`config.mk`:
```
export PLATFORM = sky130hd
export DESIGN_NAME = bfp_seq
export DESIGN_NICKNAME = d
export VERILOG_FILES = /design/src/rtl/bfp_pkg.sv /design/src/rtl/bfp_addr_chk.sv /design/src/rtl/bfp_setup_tmr.sv /design/src/rtl/bfp_wbuf.sv /design/src/rtl/bfp_seq.sv
export SDC_FILE = /design/constraint.sdc
export NUM_CORES = 1
export LEC_CHECK = 0
export BUFFER_PORTS_ARGS = -buffer_cell sky130_fd_sc_hd__buf_2
export CAP_MARGIN = 25
export CORE_ASPECT_RATIO = 2
export CORE_UTILIZATION = 45
export DETAILED_ROUTE_END_ITERATION = 12
export PLACE_DENSITY_LB_ADDON = 0.15
export SYNTH_ARGS = -nofsm -noshare
export SYNTH_HDL_FRONTEND = slang
export SYNTH_SLANG_ARGS = --single-unit
```
`constraint.sdc`:
```
create_clock -name clk -period 3.9 [get_ports clk]
set_input_delay 0.195 -clock clk [delete_from_list [all_inputs] [get_ports clk]]
set_output_delay 0.195 -clock clk [all_outputs]
set_load 0.1 [all_outputs]
```
`src/rtl/bfp_pkg.sv`:
```
package bfp_pkg;

   typedef enum logic [2:0] {
      ST_IDLE,
      ST_ARMED,
      ST_SETUP,
      ST_FILL,
      ST_PROG
   } bfp_state_e;

   localparam logic [7:0] CMD_ENTER   = 8'h80;
   localparam logic [7:0] CMD_CONFIRM = 8'hD0;

endpackage

```
`src/rtl/bfp_addr_chk.sv`:
```
module bfp_addr_chk #(
   parameter int ADDR_W    = 24,
   parameter int BLK_WORDS = 65536,
   parameter int BUF_WORDS = 32,
   localparam int BLK_AW   = $clog2(BLK_WORDS),
   localparam int BUF_AW   = $clog2(BUF_WORDS),
   localparam int BN_W     = ADDR_W - BLK_AW
) (
   input  logic [ADDR_W-1:0] addr,
   input  logic [BN_W-1:0]   blk_ref,
   output logic              hit,
   output logic              aligned,
   output logic [BLK_AW-1:0] offs,
   output logic [BN_W-1:0]   bnum
);

   assign bnum    = addr[ADDR_W-1:BLK_AW];
   assign offs    = addr[BLK_AW-1:0];
   assign hit     = (bnum == blk_ref);
   assign aligned = (addr[BUF_AW-1:0] == '0);

endmodule

```
`src/rtl/bfp_setup_tmr.sv`:
```
module bfp_setup_tmr #(
   parameter int SETUP_CYC = 16
) (
   input  logic clk,
   input  logic rst_n,
   input  logic run,
   output logic done
);

   generate
      if (SETUP_CYC <= 1) begin : g_nodly
         assign done = run;
      end else begin : g_cnt
         localparam int CW = $clog2(SETUP_CYC);
         logic [CW-1:0] cnt_q;

         assign done = run && (cnt_q == CW'(SETUP_CYC - 1));

         always_ff @(posedge clk) begin
            if (!rst_n)     cnt_q <= '0;
            else if (!run)  cnt_q <= '0;
            else if (!done) cnt_q <= cnt_q + 1'b1;
         end


         dly_bounded_chk: assert property (@(posedge clk) disable iff (!rst_n)
            (run && !done) |=> (cnt_q != '0 || !run));
      end
   endgenerate

endmodule

```
`src/rtl/bfp_wbuf.sv`:
```
module bfp_wbuf #(
   parameter int DATA_W    = 16,
   parameter int BUF_WORDS = 32,
   localparam int IDX_W    = $clog2(BUF_WORDS)
) (
   input  logic              clk,
   input  logic              rst_n,
   input  logic              clr,
   input  logic              wr_en,
   input  logic [DATA_W-1:0] wr_data,
   input  logic [IDX_W-1:0]  rd_idx,
   output logic [DATA_W-1:0] rd_data,
   output logic              last
);

   logic [IDX_W-1:0]  cnt_q;
   logic [DATA_W-1:0] slot_q [BUF_WORDS];

   for (genvar g = 0; g < BUF_WORDS; g++) begin : g_slot
      always_ff @(posedge clk) begin
         if (wr_en && cnt_q == IDX_W'(g)) slot_q[g] <= wr_data;
      end
   end

   always_ff @(posedge clk) begin
      if (!rst_n)     cnt_q <= '0;
      else if (clr)   cnt_q <= '0;
      else if (wr_en) cnt_q <= cnt_q + 1'b1;
   end

   assign last    = (cnt_q == IDX_W'(BUF_WORDS - 1));
   assign rd_data = slot_q[rd_idx];


   fill_order_chk: assert property (@(posedge clk) disable iff (!rst_n)
      wr_en |=> (cnt_q == $past(cnt_q) + 1'b1));

endmodule

```
`src/rtl/bfp_seq.sv`:
```
module bfp_seq
   import bfp_pkg::*;
#(
   parameter int ADDR_W    = 24,
   parameter int DATA_W    = 16,
   parameter int BUF_WORDS = 32,
   parameter int BLK_WORDS = 65536,
   parameter int SETUP_CYC = 16
) (
   input  logic              clk,
   input  logic              rst_n,
   input  logic              host_we,
   input  logic [ADDR_W-1:0] host_addr,
   input  logic [DATA_W-1:0] host_wdata,
   input  logic [ADDR_W-1:0] host_raddr,
   output logic [DATA_W-1:0] host_rdata,
   input  logic              vpp_ok,
   input  logic              blk_locked,
   output logic [7:0]        status,
   output logic              arr_req,
   output logic [ADDR_W-1:0] arr_addr,
   output logic [DATA_W-1:0] arr_data,
   input  logic              arr_ack,
   input  logic [DATA_W-1:0] arr_rdata
);

   localparam int BLK_AW = $clog2(BLK_WORDS);
   localparam int BUF_AW = $clog2(BUF_WORDS);
   localparam int BN_W   = ADDR_W - BLK_AW;
   localparam logic [BUF_AW-1:0] IDX_LAST = BUF_AW'(BUF_WORDS - 1);

   // elaboration-time parameter checks
   if (BUF_WORDS < 2 || (BUF_WORDS & (BUF_WORDS - 1)) != 0) begin : g_bad_buf
      $error("BUF_WORDS must be a power of two of at least 2");
   end
   if (BLK_WORDS < BUF_WORDS || (BLK_WORDS & (BLK_WORDS - 1)) != 0) begin : g_bad_blk
      $error("BLK_WORDS must be a power of two not below BUF_WORDS");
   end
   if (ADDR_W <= BLK_AW) begin : g_bad_addr
      $error("ADDR_W must exceed the block offset width");
   end
   if (DATA_W < 8) begin : g_bad_data
      $error("DATA_W must hold the 8-bit status");
   end

   bfp_state_e        st_q, st_d;
   logic [BN_W-1:0]   blk_q, blk_d;
   logic [BLK_AW:0]   ptr_q, ptr_d;
   logic [BUF_AW-1:0] idx_q, idx_d;
   logic              pf_q, pf_d, verr_q, verr_d, lerr_q, lerr_d;

   logic              wa_hit, wa_al;
   logic [BLK_AW-1:0] wa_offs;
   logic [BN_W-1:0]   wa_bnum;
   logic              tmr_done;
   logic              buf_last, buf_wr;
   logic [DATA_W-1:0] buf_rd;
   logic              mode_on, rd_hit;

   bfp_addr_chk #(
      .ADDR_W   (ADDR_W),
      .BLK_WORDS(BLK_WORDS),
      .BUF_WORDS(BUF_WORDS)
   ) u_wchk (
      .addr   (host_addr),
      .blk_ref(blk_q),
      .hit    (wa_hit),
      .aligned(wa_al),
      .offs   (wa_offs),
      .bnum   (wa_bnum)
   );

   bfp_setup_tmr #(
      .SETUP_CYC(SETUP_CYC)
   ) u_tmr (
      .clk  (clk),
      .rst_n(rst_n),
      .run  (st_q == ST_SETUP),
      .done (tmr_done)
   );

   assign buf_wr = (st_q == ST_FILL) && host_we && wa_hit && wa_al;

   bfp_wbuf #(
      .DATA_W   (DATA_W),
      .BUF_WORDS(BUF_WORDS)
   ) u_buf (
      .clk    (clk),
      .rst_n  (rst_n),
      .clr    (st_q != ST_FILL),
      .wr_en  (buf_wr),
      .wr_data(host_wdata),
      .rd_idx (idx_q),
      .rd_data(buf_rd),
      .last   (buf_last)
   );

   always_comb begin
      st_d   = st_q;
      blk_d  = blk_q;
      ptr_d  = ptr_q;
      idx_d  = idx_q;
      pf_d   = pf_q;
      verr_d = verr_q;
      lerr_d = lerr_q;
      case (st_q)
         ST_IDLE: begin
            if (host_we && host_wdata[7:0] == CMD_ENTER) begin
               st_d   = ST_ARMED;
               blk_d  = wa_bnum;
               pf_d   = 1'b0;
               verr_d = 1'b0;
               lerr_d = 1'b0;
            end
         end
         ST_ARMED: begin
            if (host_we) begin
               if (host_wdata[7:0] == CMD_CONFIRM && wa_hit && wa_al) begin
                  st_d  = ST_SETUP;
                  ptr_d = {1'b0, wa_offs};
               end else begin
                  st_d = ST_IDLE;
                  pf_d = 1'b1;
               end
            end
         end
         ST_SETUP: begin
            if (tmr_done) begin
               verr_d = !vpp_ok;
               lerr_d = blk_locked;
               st_d   = (!vpp_ok || blk_locked) ? ST_IDLE : ST_FILL;
            end
         end
         ST_FILL: begin
            if (host_we) begin
               if (!wa_hit) begin
                  st_d = ST_IDLE;
                  pf_d = (host_wdata != '1);
               end else if (!wa_al) begin
                  st_d = ST_IDLE;
                  pf_d = 1'b1;
               end else if (buf_last) begin
                  if (ptr_q[BLK_AW]) begin
                     st_d = ST_IDLE;
                     pf_d = 1'b1;
                  end else begin
                     st_d  = ST_PROG;
                     idx_d = '0;
                  end
               end
            end
         end
         ST_PROG: begin
            if (arr_ack) begin
               ptr_d = ptr_q + 1'b1;
               idx_d = idx_q + 1'b1;
               if (idx_q == IDX_LAST) st_d = ST_FILL;
            end
         end
         default: st_d = ST_IDLE;
      endcase
   end

   always_ff @(posedge clk) begin
      if (!rst_n) begin
         st_q   <= ST_IDLE;
         blk_q  <= '0;
         ptr_q  <= '0;
         idx_q  <= '0;
         pf_q   <= 1'b0;
         verr_q <= 1'b0;
         lerr_q <= 1'b0;
      end else begin
         st_q   <= st_d;
         blk_q  <= blk_d;
         ptr_q  <= ptr_d;
         idx_q  <= idx_d;
         pf_q   <= pf_d;
         verr_q <= verr_d;
         lerr_q <= lerr_d;
      end
   end

   assign mode_on = (st_q == ST_SETUP) || (st_q == ST_FILL) || (st_q == ST_PROG);
   assign status  = {!mode_on, 2'b00, pf_q, verr_q, 1'b0, lerr_q,
                     (st_q == ST_SETUP) || (st_q == ST_PROG)};

   assign rd_hit     = (host_raddr[ADDR_W-1:BLK_AW] == blk_q);
   assign host_rdata = (mode_on && rd_hit) ? DATA_W'(status) : arr_rdata;

   assign arr_req  = (st_q == ST_PROG);
   assign arr_addr = {blk_q, ptr_q[BLK_AW-1:0]};
   assign arr_data = buf_rd;


   enter_busy_chk: assert property (@(posedge clk) disable iff (!rst_n)
      $fell(status[7]) |-> status[0]);


   req_hold_chk: assert property (@(posedge clk) disable iff (!rst_n)
      (arr_req && !arr_ack) |=> (arr_req && $stable(arr_addr) && $stable(arr_data)));


   addr_step_chk: assert property (@(posedge clk) disable iff (!rst_n)
      (arr_req && arr_ack) |=> (arr_addr[BLK_AW-1:0] == $past(arr_addr[BLK_AW-1:0]) + 1'b1));


   misalign_abort_chk: assert property (@(posedge clk) disable iff (!rst_n)
      (st_q == ST_FILL && host_we && wa_hit && !wa_al) |=> (status[4] && status[7] && !arr_req));


   exit_clean_chk: assert property (@(posedge clk) disable iff (!rst_n)
      (st_q == ST_FILL && host_we && !wa_hit && host_wdata == '1) |=> (status == 8'h80));


   blk_end_chk: assert property (@(posedge clk) disable iff (!rst_n)
      (buf_wr && buf_last && ptr_q[BLK_AW]) |=> (status[4] && !arr_req));

endmodule

```
==> results.ini <==
[setup_path]
reg2regPathDepth=6
cp_max_fo=15
r2r-start=st_q[0]
cp_data_arrival_time_ns=3.25
cp-endpoint=arr_data[0]
cp-start-kind=flip-flop
cpMaxStageDelayCell=mux4_2
worst-path-stages=5
cp_top_family=multiplexers
cp_data_required_time_ns=3.70
critPathBufInv=2
crit_top_cell=mux4_2
endpoint_kind=primary output
path_class=reg -> out
crit_chain=buf_4, mux4_2, mux4_2, mux2_2, buf_2
crit_path_max_incr_delay_ns=0.59
r2r_setup_slack_ns=0.89
reg2reg_to=u_buf.slot_q[9][2]

[cts]
htreeDepth=2
cts_setup_buffers=0
cts-root-buf=clkbuf_16
cts_resized=0
cts.clk_slew.worst_paths_ns=0.07
clockBufferDepth=3
cts_tree=built
cts_made_buffers=48
clock_sinks=562
ctsHoldBuffers=17
clock_latency_ns=0.56

[synthesis]
syn_area_mm2=0.0229
synth_cells=1210
synth_area_per_cell_um2=19.0
synth_flop_cell=edfxtp_1
synth-edff-count=512
yosysSeqAreaShare=0.714
async_flop_share=0
yosysWarnings=0
synth_seq_cells=562
synth_cell_types=61

[routing]
route.detailed.drc=0
vias_per_cell=5.82
via_count=12071
drtPass1Iterations=7
routed_wl_um=55000
detail-route-antenna-nets=0
routedWlPerCell_um=26.5
drtIter0Drc=805

[power]
p_leak_nw=8.40
ir_worst_vdd_uv=359
pwr_density_cell_mw_per_mm2=440

[cells_and_area]
finalNetCount=1482
final_layout_size_suffix_gt1_frac=0.343
synthToLayoutAreaGrowth_pct=15.1

[timing]
finalWorstSetupSlack_ns=0.460
hold_ws_ns=0.0239
finalCritPeriodShare=0.882
fmax_mhz=291
hold_viol_final=0
fin_tns_setup_ns=0
worst_pin_slew_ns=1.03
period_minus_slack_ns=3.44
setup_viol=0
maxSlewViolCount=0
relSlewSlack=0.313
grt_setup_unrepaired=no
finClkSkew_ns=0.0156

[global_routing]
top_usage_layer=met2
grt.met1_usage=0.255
track_usage=0.220
grt_max_degree=77
antenna_found_initial=3
met2_usage=0.421
grt_pass1_vias=12563
grt_overflow=0
use_met3=0.0181
grt_pass1_wl_um=82200

[die]
start_util=0.457
die-area_mm2=0.0519
core-area_mm2=0.0502
die_width_um=162
die_h_um=321
row_count=116
io_pins=151

[flow_run]
cap_violations=0

[placement]
io_buffers=131
dp_hpwl_um=35400
dpl_worst_slack_ns=0.901
place_congestion=0.806

[status]
outcome=finished clean

[hold_path]
hold_class=in -> reg

[placed cells by master (no fill, tap or decap), types with 5 or more instances in the layout]
cell type	Yosys	routed
mux4_2	160	160
dfxtp_1	50	46
nor2b_1	14	14
xnor2_1	18	18
or3_1	9	9
edfxtp_1	512	512
clkbuf_1	48	6
nand3b_1	6	6
nor3_1	5	5
nand4_1	15	15
nor2_2	0	25
nor2_1	46	21
o21ai_0	9	9
clkinv_1	0	9
a211oi_1	9	9
ha_1	10	10
a31oi_1	6	6
clkinv_2	0	10
o32ai_1	9	9
clkbuf_16	0	50
a21oi_1	32	32
inv_1	10	10
nand3_1	15	15
buf_12	0	9
buf_4	22	57
nand2_1	78	78
and2_1	12	12
buf_2	12	127
mux2_2	20	20
and4_1	8	8
dlygate4sd3_1	0	17
[cell families (layout without fill, tap and decap cells)]
kind of cell	Yosys count	after routing	synth area share
buffers and inverters	98	309	0.0206
multiplexers	183	183	0.168
flip-flops	562	562	0.714
other	1	4	0.000164
AO/OA/AOI/OAI	101	101	0.0302
XOR/XNOR	18	18	0.00688
adder cells (fa/ha/maj)	10	10	0.00546
AND/OR/NAND/NOR	237	237	0.0543
[metal layers]
layer / vias to the layer above / routed length [um]
met4: 0 / 1710
met2: 379 / 31300
met5: - / 0
met1: 6342 / 19600
li1: 5267 / -
met3: 83 / 2290
[cells in the mapped netlist, drive strengths merged (10+ instances only)]
| cell type | number | area [um^2] |
|---|---|---|
| edfxtp | 512 | 15400 |
| mux4 | 160 | 3600 |
| nand2 | 78 | 293 |
| dfxtp | 50 | 1000 |
| clkbuf | 48 | 180 |
| nor2 | 46 | 173 |
| buf | 39 | 251 |
| a21oi | 33 | 169 |
| mux2 | 20 | 225 |
| xnor2 | 18 | 158 |
| nand3 | 15 | 75.1 |
| nand4 | 15 | 93.8 |
| nor2b | 14 | 87.6 |
| and2 | 12 | 75.1 |
| inv | 11 | 41.3 |
| ha | 10 | 125 |
| o21ai | 10 | 50.0 |
[cell type report]
class / count / area (um^2)
repair buffers: 211 / 1440
inverters: 11 / 41.3
multi-input cells: 552 / 6150
flip-flops and latches: 562 / 16400
diodes: 1 / 2.50
fillers: 4112 / 23800
clock inverters: 27 / 220
clock buffers: 60 / 1330
well taps: 649 / 812
[worst min-delay path by stage]
| stage | start | slack, ns | cells after the start | end |
|---|---|---|---|---|
| after CTS | host_addr[15] | 0.005 | 4 | ptr_q[15] |
| after detailed placement | blk_locked | 0.46 | 3 | lerr_q |
| after global routing | host_addr[15] | 0.04 | 4 | ptr_q[15] |
| final | host_addr[15] | 0.02 | 4 | ptr_q[15] |
| after floorplan | host_wdata[0] | 0.29 | 0 | u_buf.slot_q[0][0] |
| after global placement | blk_locked | 0.45 | 3 | lerr_q |
[worst register-to-register path, stage by stage, from the launching register on]
cell	delay (ns)
dfxtp_1	0.64
nand3b_1	0.18
nor3_1	0.27
and4_1	0.43
nand3b_1	0.43
nor2_2	0.41
buf_4	0.31
[registers in the layout, indices dropped and copies added, names as in the netlist, named ones only]
name,cells
u_buf.cnt_q,5
blk_q,8
ptr_q,17
pf_q,1
u_tmr.g_cnt.cnt_q,4
u_buf.slot_q,512
st_q,3
verr_q,1
idx_q,5
lerr_q,1
[power by group]
part | leakage (nW) | switching, mW | total (mW) | internal, mW
clock network | 0.763 | 2.12 | 4.74 | 2.62
registers | 5.00 | 0.00384 | 6.56 | 6.56
logic | 2.63 | 0.234 | 0.312 | 0.0780
total | 8.40 | 2.36 | 11.6 | 9.25
[per-stage QoR]
stage / instance area, um^2 / std cells / utilization / power, mW
5_1_grt: 26400 / 2073 / 0.525 / 11.9
6_report: 26400 / 2073 / 0.525 / 11.6
2_1_floorplan: 22900 / 1212 / - / 6.83
3_3_place_gp: 24600 / 1967 / 0.491 / 6.98
4_1_cts: 26400 / 2072 / 0.525 / 11.7
3_5_place_dp: 24700 / 1968 / 0.491 / 6.99
No activity file was read; power rests on OpenSTA's default activity.
